==> config.mk <==
export PLATFORM = sky130hd
export DESIGN_NAME = lsw_fault_ctrl
export DESIGN_NICKNAME = d
export VERILOG_FILES = /design/src/rtl/lsw_pkg.sv /design/src/rtl/lsw_deglitch.sv /design/src/rtl/lsw_thermal.sv /design/src/rtl/lsw_report.sv /design/src/rtl/lsw_fault_ctrl.sv
export SDC_FILE = /design/constraint.sdc
export NUM_CORES = 1
export LEC_CHECK = 0
export ABC_AREA = 1
export CORE_MARGIN = 1
export CORE_UTILIZATION = 29
export DETAILED_ROUTE_END_ITERATION = 6
export PLACE_DENSITY = 0.45
export SLEW_MARGIN = 15
export SYNTH_ARGS = -nofsm -noshare
export SYNTH_HDL_FRONTEND = slang
export SYNTH_SLANG_ARGS = --single-unit
==> constraint.sdc <==
create_clock -name clk -period 1.85 [get_ports clk]
set_clock_uncertainty 0.1 [all_clocks]
set_input_delay 0.555 -clock clk [delete_from_list [all_inputs] [get_ports clk]]
set_output_delay 0.555 -clock clk [all_outputs]
set_load 0.05 [all_outputs]
==> src/rtl/lsw_pkg.sv <==
package lsw_pkg;

  typedef enum logic [1:0] {
    SNS_ZERO  = 2'd0,
    SNS_PROP  = 2'd1,
    SNS_FLTHI = 2'd2
  } sns_sel_e;

  typedef enum logic [2:0] {
    CAUSE_NONE = 3'd0,
    CAUSE_OPEN = 3'd1,
    CAUSE_ILIM = 3'd2,
    CAUSE_TREL = 3'd3,
    CAUSE_TABS = 3'd4
  } cause_e;

  typedef enum logic [1:0] {
    TH_RUN     = 2'd0,
    TH_RETRY   = 2'd1,
    TH_LATCHED = 2'd2
  } th_state_e;

  localparam int NUM_FLAGS = 4;
  localparam int IDX_ILIM  = 0;
  localparam int IDX_TREL  = 1;
  localparam int IDX_TABS  = 2;
  localparam int IDX_OPEN  = 3;

endpackage

==> src/rtl/lsw_deglitch.sv <==
module lsw_deglitch #(
  parameter int DG_CYCLES = 3
) (
  input  logic clk,
  input  logic rst,
  input  logic raw_i,
  output logic det_o
);
  localparam int CW = $clog2(DG_CYCLES + 1);
  localparam logic [CW-1:0] DG_LIM = CW'(DG_CYCLES);

  logic [CW-1:0] cnt;

  always_ff @(posedge clk) begin
    if (rst) begin
      cnt <= '0;
    end else if (!raw_i) begin
      cnt <= '0;
    end else if (cnt != DG_LIM) begin
      cnt <= cnt + 1'b1;
    end
  end

  assign det_o = (cnt == DG_LIM);

  AST_DET_NEEDS_RAW: assert property (@(posedge clk) disable iff (rst)
    det_o |-> $past(raw_i));

  AST_DROP_CLEARS: assert property (@(posedge clk) disable iff (rst)
    !raw_i |=> !det_o);

endmodule

==> src/rtl/lsw_thermal.sv <==
module lsw_thermal #(
  parameter int RETRY_CYCLES = 1000
) (
  input  logic clk,
  input  logic rst,
  input  logic trip_i,
  input  logic hys_ok_i,
  input  logic latch_mode_i,
  input  logic en_i,
  output logic run_o
);
  import lsw_pkg::*;

  localparam int RW = $clog2(RETRY_CYCLES + 1);
  localparam logic [RW-1:0] RETRY_LIM = RW'(RETRY_CYCLES);

  th_state_e     state;
  logic [RW-1:0] wait_cnt;
  logic          en_q;
  logic          latch_q;
  logic          release_req;

  assign release_req = (en_q & ~en_i) | (latch_q ^ latch_mode_i);

  always_ff @(posedge clk) begin
    if (rst) begin
      state    <= TH_RUN;
      wait_cnt <= '0;
      en_q     <= 1'b0;
      latch_q  <= 1'b0;
    end else begin
      en_q    <= en_i;
      latch_q <= latch_mode_i;
      case (state)
        TH_RUN: begin
          wait_cnt <= '0;
          if (trip_i) begin
            state <= latch_mode_i ? TH_LATCHED : TH_RETRY;
          end
        end
        TH_RETRY: begin
          if (wait_cnt == RETRY_LIM) begin
            if (hys_ok_i && !trip_i) begin
              state <= TH_RUN;
            end
          end else begin
            wait_cnt <= wait_cnt + 1'b1;
          end
        end
        TH_LATCHED: begin
          if (release_req) begin
            state <= TH_RUN;
          end
        end
        default: state <= TH_RUN;
      endcase
    end
  end

  assign run_o = (state == TH_RUN);

  AST_RETRY_WAIT: assert property (@(posedge clk) disable iff (rst)
    (state == TH_RETRY && wait_cnt != RETRY_LIM) |=> (state != TH_RUN));

  AST_RETRY_COOL: assert property (@(posedge clk) disable iff (rst)
    (state == TH_RETRY && !hys_ok_i) |=> (state != TH_RUN));

  AST_LATCH_HOLD: assert property (@(posedge clk) disable iff (rst)
    (state == TH_LATCHED && $stable(latch_mode_i) && !$fell(en_i))
      |=> (state == TH_LATCHED));

endmodule

==> src/rtl/lsw_report.sv <==
module lsw_report (
  input  logic             clk,
  input  logic             rst,
  input  logic             en_i,
  input  logic             diag_en_i,
  input  logic             run_i,
  input  lsw_pkg::cause_e  cause_i,
  output logic             gate_o,
  output logic             flt_n_o,
  output logic             flt_oe_o,
  output logic [1:0]       sns_sel_o,
  output logic             sns_oe_o
);
  import lsw_pkg::*;

  logic     thermal_now;
  logic     fault_any;
  logic     gate_d;
  sns_sel_e sel_d;

  always_comb begin
    thermal_now = (cause_i == CAUSE_TABS) || (cause_i == CAUSE_TREL);
    fault_any   = !run_i || (cause_i != CAUSE_NONE);
    gate_d      = en_i && run_i && !thermal_now;
    if (fault_any) begin
      sel_d = SNS_FLTHI;
    end else if (en_i) begin
      sel_d = SNS_PROP;
    end else begin
      sel_d = SNS_ZERO;
    end
  end

  always_ff @(posedge clk) begin
    if (rst) begin
      gate_o    <= 1'b0;
      flt_n_o   <= 1'b1;
      flt_oe_o  <= 1'b0;
      sns_sel_o <= SNS_ZERO;
      sns_oe_o  <= 1'b0;
    end else begin
      gate_o    <= gate_d;
      flt_n_o   <= ~fault_any;
      flt_oe_o  <= diag_en_i & fault_any;
      sns_sel_o <= sel_d;
      sns_oe_o  <= diag_en_i;
    end
  end

  AST_OFF_NO_GATE: assert property (@(posedge clk) disable iff (rst)
    !run_i |=> !gate_o);

  AST_ILIM_KEEPS_ON: assert property (@(posedge clk) disable iff (rst)
    (cause_i == CAUSE_ILIM && run_i && en_i) |=> gate_o);

  AST_DIAG_MUTE: assert property (@(posedge clk) disable iff (rst)
    !diag_en_i |=> (!flt_oe_o && !sns_oe_o));

  AST_FLT_DRIVES_LOW: assert property (@(posedge clk) disable iff (rst)
    flt_oe_o |-> !flt_n_o);

endmodule

==> src/rtl/lsw_fault_ctrl.sv <==
module lsw_fault_ctrl #(
  parameter int ILIM_DG      = 3,
  parameter int TREL_DG      = 3,
  parameter int TABS_DG      = 20,
  parameter int OPEN_DG      = 700,
  parameter int RETRY_CYCLES = 1000
) (
  input  logic       clk,
  input  logic       rst,
  input  logic       en_i,
  input  logic       diag_en_i,
  input  logic       latch_mode_i,
  input  logic       ilim_raw_i,
  input  logic       trel_raw_i,
  input  logic       tabs_raw_i,
  input  logic       hys_ok_i,
  input  logic       open_raw_i,
  output logic       gate_on_o,
  output logic       flt_n_o,
  output logic       flt_oe_o,
  output logic [1:0] sns_sel_o,
  output logic       sns_oe_o
);
  import lsw_pkg::*;

  function automatic int dg_of(input int idx);
    case (idx)
      IDX_ILIM: return ILIM_DG;
      IDX_TREL: return TREL_DG;
      IDX_TABS: return TABS_DG;
      default:  return OPEN_DG;
    endcase
  endfunction

  logic [NUM_FLAGS-1:0] raw_vec;
  logic [NUM_FLAGS-1:0] det_vec;
  cause_e               cause;
  logic                 trip;
  logic                 run;

  always_comb begin
    raw_vec           = '0;
    raw_vec[IDX_ILIM] = ilim_raw_i;
    raw_vec[IDX_TREL] = trel_raw_i;
    raw_vec[IDX_TABS] = tabs_raw_i;
    raw_vec[IDX_OPEN] = open_raw_i & ~en_i;
  end

  for (genvar gi = 0; gi < NUM_FLAGS; gi++) begin : g_dg
    lsw_deglitch #(.DG_CYCLES(dg_of(gi))) u_dg (
      .clk   (clk),
      .rst   (rst),
      .raw_i (raw_vec[gi]),
      .det_o (det_vec[gi])
    );
  end

  always_comb begin
    if (det_vec[IDX_TABS]) begin
      cause = CAUSE_TABS;
    end else if (det_vec[IDX_TREL]) begin
      cause = CAUSE_TREL;
    end else if (det_vec[IDX_ILIM]) begin
      cause = CAUSE_ILIM;
    end else if (det_vec[IDX_OPEN]) begin
      cause = CAUSE_OPEN;
    end else begin
      cause = CAUSE_NONE;
    end
  end

  assign trip = (cause == CAUSE_TABS) || (cause == CAUSE_TREL);

  lsw_thermal #(.RETRY_CYCLES(RETRY_CYCLES)) u_thermal (
    .clk          (clk),
    .rst          (rst),
    .trip_i       (trip),
    .hys_ok_i     (hys_ok_i),
    .latch_mode_i (latch_mode_i),
    .en_i         (en_i),
    .run_o        (run)
  );

  lsw_report u_report (
    .clk       (clk),
    .rst       (rst),
    .en_i      (en_i),
    .diag_en_i (diag_en_i),
    .run_i     (run),
    .cause_i   (cause),
    .gate_o    (gate_on_o),
    .flt_n_o   (flt_n_o),
    .flt_oe_o  (flt_oe_o),
    .sns_sel_o (sns_sel_o),
    .sns_oe_o  (sns_oe_o)
  );

  AST_OPEN_ONLY_OFF: assert property (@(posedge clk) disable iff (rst)
    en_i |=> !det_vec[IDX_OPEN]);

  AST_THERMAL_WINS: assert property (@(posedge clk) disable iff (rst)
    (det_vec[IDX_TREL] || det_vec[IDX_TABS]) |=> !gate_on_o);

endmodule

=== Yosys cells after proc, flatten, opt, wreduce, memory -nomap -nowiden ===
Cells that the tools add are included.

* Bits in registers: 39
* Input bits: 10
* Output and inout port bits: 6
* Logic and storage cells: 79

* $add $sub $neg: 5
* Equal/unequal tests: 18
* Muxes and demuxes: 14
* Bitwise logic cells: 11
* Reduce and logical (&&, ||, !) cells: 17

{| class="wikitable"
|+ Operators by type and width
! cell !! number
|-
| $add 10x1->10 const B || 2
|-
| $eq 10x10->1 const B || 2
|-
| $pmux 10 s2 || 1
|-
| $mux 2 || 8
|-
| $mux 10 || 1
|-
| $ne 10x10->1 const B || 1
|-
| $reduce_or 2->1 || 5
|-
| $ne 2x2->1 const B || 4
|-
| $eq 2x2->1 const B || 3
|-
| $ne 2x1->1 const B || 3
|-
| $not 1->1 || 6
|-
| $pmux 2 s3 || 1
|-
| $add 5x1->5 const B || 1
|-
| $eq 5x5->1 const B || 1
|-
| $ne 5x5->1 const B || 1
|-
| $add 2x1->2 const B || 2
|-
| $reduce_and 4->1 || 1
|-
| $and 1x1->1 || 3
|-
| $eq 3x2->1 const B || 1
|-
| $eq 3x3->1 const B || 1
|-
| $logic_and 1x1->1 || 3
|-
| $mux 3 || 1
|-
| $reduce_bool 3->1 || 1
|-
| $eq 2x1->1 const B || 1
|-
| 8 further kinds || 11
|}

=== Logic depth before layout (Yosys ltp) ===
* Word-level depth: 12
* Mapped depth: 11
* Mapped depth without buffers: 11

=== Cells and area by module ===
From an unflattened synthesis, not the netlist that was laid out.

* Cells, all modules: 326
* Area total of the unflattened synthesis: 2,177.1 um^2

{| class="wikitable"
|+ Modules (own cells, without submodules)
! module !! instances !! cells an instance !! area each (um^2)
|-
| lsw_thermal || 1 || 123 || 800.8
|-
| lsw_deglitch at g_dg[3].u_dg || 1 || 97 || 619.3
|-
| lsw_deglitch at g_dg[2].u_dg || 1 || 44 || 300.3
|-
| lsw_deglitch at g_dg[0].u_dg ... || 2 || 15 || 110.1
|-
| lsw_report || 1 || 24 || 201.4
|-
| lsw_fault_ctrl || 1 || 8 || 35.0
|}

=== Least setup slack after synthesis ===
Ideal clock, no wire load.

* Path type: in2reg
* Start: input rst
* End: register g_dg[3].u_dg.cnt[2]
* Library setup time: 74 ps
* Arrival time: 1,300 ps
* Setup slack: 376 ps
* Stages: 6
* Path buffers: 1
* Cell sequence: clkbuf_1 inv_1 nand3_2 inv_1 o21ai_0 a31oi_1

* Word-level cells in the longest chain between the ends: 1

{| class="wikitable"
|+ Ends and longest elaborated chain
! item !! RTL line !! source
|-
| start, declared || lsw_fault_ctrl.sv:9 || <nowiki>input logic rst,</nowiki>
|-
| $reduce_or 2->1 (no line) || - ||
|-
| end signal, assigned || lsw_deglitch.sv:20 || <nowiki>cnt <= cnt + 1'b1;</nowiki>
|-
| end, declared || lsw_deglitch.sv:12 || <nowiki>logic [CW-1:0] cnt;</nowiki>
|}

No other way between the ends.
A chain may end at the register's enable or synchronous reset.

=== Worst setup path in the final report ===
* Start: register u_thermal.wait_cnt[0]
* End: register u_thermal.wait_cnt[8]

* Word-level cells in the longest chain between the ends: 3
* Elaborated cells between the ends (all ways): 6
* Classes of those cells: add/sub: 1; eq/ne: 2; mux: 2; reduce/logical: 1

{| class="wikitable"
|+ Ends and longest elaborated chain
! item !! RTL line !! source
|-
| start, declared || lsw_thermal.sv:18 || <nowiki>logic [RW-1:0] wait_cnt;</nowiki>
|-
| start signal, assigned || lsw_thermal.sv:47 || <nowiki>wait_cnt <= wait_cnt + 1'b1;</nowiki>
|-
| $add 10x1->10 / $eq 10x10->1 (equally long branches) || lsw_thermal.sv:47, lsw_thermal.sv:42 ||
|-
| $mux 10 / $ne 2x2->1 (equally long branches) || - ||
|-
| $pmux 10 s2 / $reduce_and 2->1 (equally long branches) || - ||
|}

Parallel ways exist; a longest one is shown, timed or not. The select of a mux whose other input is x is not followed.

==> summary.md <==
| Metric | Value |
|---|---|
| Die footprint | 6890 um^2 |
| TritonRoute pass-1 iters | 4 |
| CP Launch Type | flop |
| Slew Limit Fails | 0 |
| Crit path capture type | flop |
| Avg Inst Size Synth | 7.67 um^2 |
| Worst Path Max Fanout | 11 |
| Postcts setup bufs | 0 |
| Worst-path clk slew | 0.07 ns |
| Placement Cell Area | 2250 um^2 |
| Post-synth EDFFs | 0 |
| Placed cell count | 345 |
| DRC marker count from the first detailed-route iteration | 43 |
| Setup crit start | u_thermal.wait_cnt[0]$_SDFFE_PP0P_ |
| TritonCTS Buffers | 5 |
| Cell Rows | 29 |
| Synth Instances | 248 |
| First-pass GRT wire length | 6310 um |
| Port bufs | 15 |
| Remaining Overflow, GRT | 0 |
| Setup ws final | 0.271 ns |
| FFs w/ async S/R, synth | 0% |
| Fin. Hold Viols | 0 |
| Finished Layout Cells | 352 |
| Hold crit path type | reg -> reg |
| Clock sink count | 39 |
| N_diodes | 0 |
| Pre-CTS WS | 0.0378 ns |
| Worst-Margin Slew | 0.264 ns |
| Peak supply drop | 398 uV |
| Hold Crit Start | g_dg[0].u_dg.cnt[1]$_SDFFE_PP0N_ |
| Root buffer cell | clkbuf_8 |
| Final wirelength | 3620 um |
| RSZ-0062 raised after global routing | no |
| Clock latency at the later pin of the worst-skew pair | 0.29 ns |
| Hold-fix buffers, CTS | 0 |
| Initial Util | 30.0% |
| DPL Wire Length | 2740 um |
| Setup TNS | 0 ns |
| Slew HR | 82.3% |
| Final #Nets | 293 |
| Crit path arrival time | 1.70 ns |
| Clock period minus worst slack | 1.58 ns |
| Finish-stage setup viols | 0 |
| I/O pin total | 16 |
| Static leakage | 0.933 nW |
| Layout cells sized above 1 | 16.0% |
| Fin util | 36.8% |
| Initial antenna violation count | 0 |
| Setup CP Type | reg -> reg |
| Highest clock rate | 0.633 GHz |
| Vias per cell | 4.42 |
| DRT antenna net count | 0 |
| Netlist cell types | 30 |
| Finished layout cell area | 2340 um^2 |
| CTS tree | done |
| Commonest non-fill, non-tap cell in the layout | nand2_1 |
| P&R area growth vs syn | 22.9% |
| Core area | 6350 um^2 |
| Commonest non-fill, non-tap cells in the layout | 44 x nand2_1, 39 x dfxtp_1, 35 x inv_1 |
| DRC viols | 0 |
| Die Wd | 83.0 um |
| Final period util | 85.3% |
| Seq cells post-synth | 39 |
| Mapped Nets | 266 |
| GRT Total Usage | 11.4% |
| Post-DR wirelength/cell | 10.3 um |
| R2R Path Start | u_thermal.wait_cnt[0]$_SDFFE_PP0P_ |
| Overall power | 1.65 mW |
| Pin count of the biggest net entering global routing | 16 |
| H-tree levels | 2 |
| Vias in the first global route | 1444 |
| Status | complete, no violations |
| Post-synth top flop | dfxtp_1 |
| Worst Path Required | 1.97 ns |
| Netlist Area Pre-Place | 1900 um^2 |
| Synthesis Warnings | 0 |
| PD cells | 704 nW/um^2 |
| Die Height | 83.0 um |
| Max-Cap Viols | 0 |
| Hold slack final | 0.373 ns |
| Register area share after synthesis | 41.0% |
| Via Count | 1557 |
| Clock Tree Buf Depth | 2 |
| # resized after CTS | 0 |
| Routability Congestion | 0.735 |
## final cells by class
| type | count | area (um^2) |
|---|---|---|
| fillers | 665 | 4010 |
| inverters | 37 | 139 |
| clock buffers | 6 | 82.6 |
| repair buffers | 23 | 270 |
| clock inverters | 1 | 5.00 |
| multi-input cells | 169 | 965 |
| well taps | 77 | 96.3 |
| flip-flops and latches | 39 | 781 |
## cells in the mapped netlist, drive strengths merged, types with 4 or more instances
cell   number  area (um^2)
nand2      47          194
inv        37          139
nor3        6         40.0
xor2        4         35.0
nor2       32          154
xnor2       5         43.8
o21ai       9         45.0
ha          8          100
dfxtp      39          781
nand4      10         62.6
nand3      18          120
a21oi      23          123
## routing by layer
layer	up-vias	share of wire (%)	global-route usage (%)
met5	-	0	0
li1	855	-	-
met2	24	40	16.5
met3	7	3.6	3.38
met1	671	54	15.3
met4	0	2.1	5.64
## path summary, 6_finish.rpt
path,end,slack [ns],cells past startpoint
worst max-delay path,u_thermal.wait_cnt[8]$_SDFFE_PP0P_,0.27,10
worst min register to register,g_dg[0].u_dg.cnt[1]$_SDFFE_PP0N_,0.37,2
worst min-delay path,g_dg[0].u_dg.cnt[1]$_SDFFE_PP0N_,0.37,2
worst max register to register,u_thermal.wait_cnt[8]$_SDFFE_PP0P_,0.27,10
## state kept, by name, indices dropped and copies added (netlist names)
name and cells:
u_report.flt_oe_o 1, u_report.sns_sel_o 2, u_report.gate_o 1, u_thermal.state 2, u_thermal.en_q 1, u_report.sns_oe_o 1, u_report.flt_n_o 1, u_thermal.latch_q 1
u_thermal.wait_cnt 10, g_dg.u_dg.cnt 19
## power by group
group / total (mW) / switching (mW) / leakage, nW / internal, mW
combinational: 0.190 / 0.105 / 0.569 / 0.0851
sequential: 0.877 / 0.0168 / 0.317 / 0.860
clock: 0.581 / 0.288 / 0.0470 / 0.292
## worst max-delay path, stage by stage, from the launching register on
cell     delay (ns)
dfxtp_1        0.35
inv_1          0.10
ha_1           0.15
nand2_1        0.06
nor2_2         0.10
nand3_2        0.10
nand2_4        0.09
nand2_4        0.11
inv_2          0.15
nand2_1        0.06
a21oi_1        0.14
## cells by family after synthesis
kind of cell    count (synthesis)  share of synthesized area (%)
compound gates                 36                           10.3
xor+xnor                        9                           4.14
fa+ha+maj                       8                           5.26
buf+inv                        40                           8.28
flops                          39                           41.0
simple gates                  116                           31.0
Power figures use the tool's default switching activity.
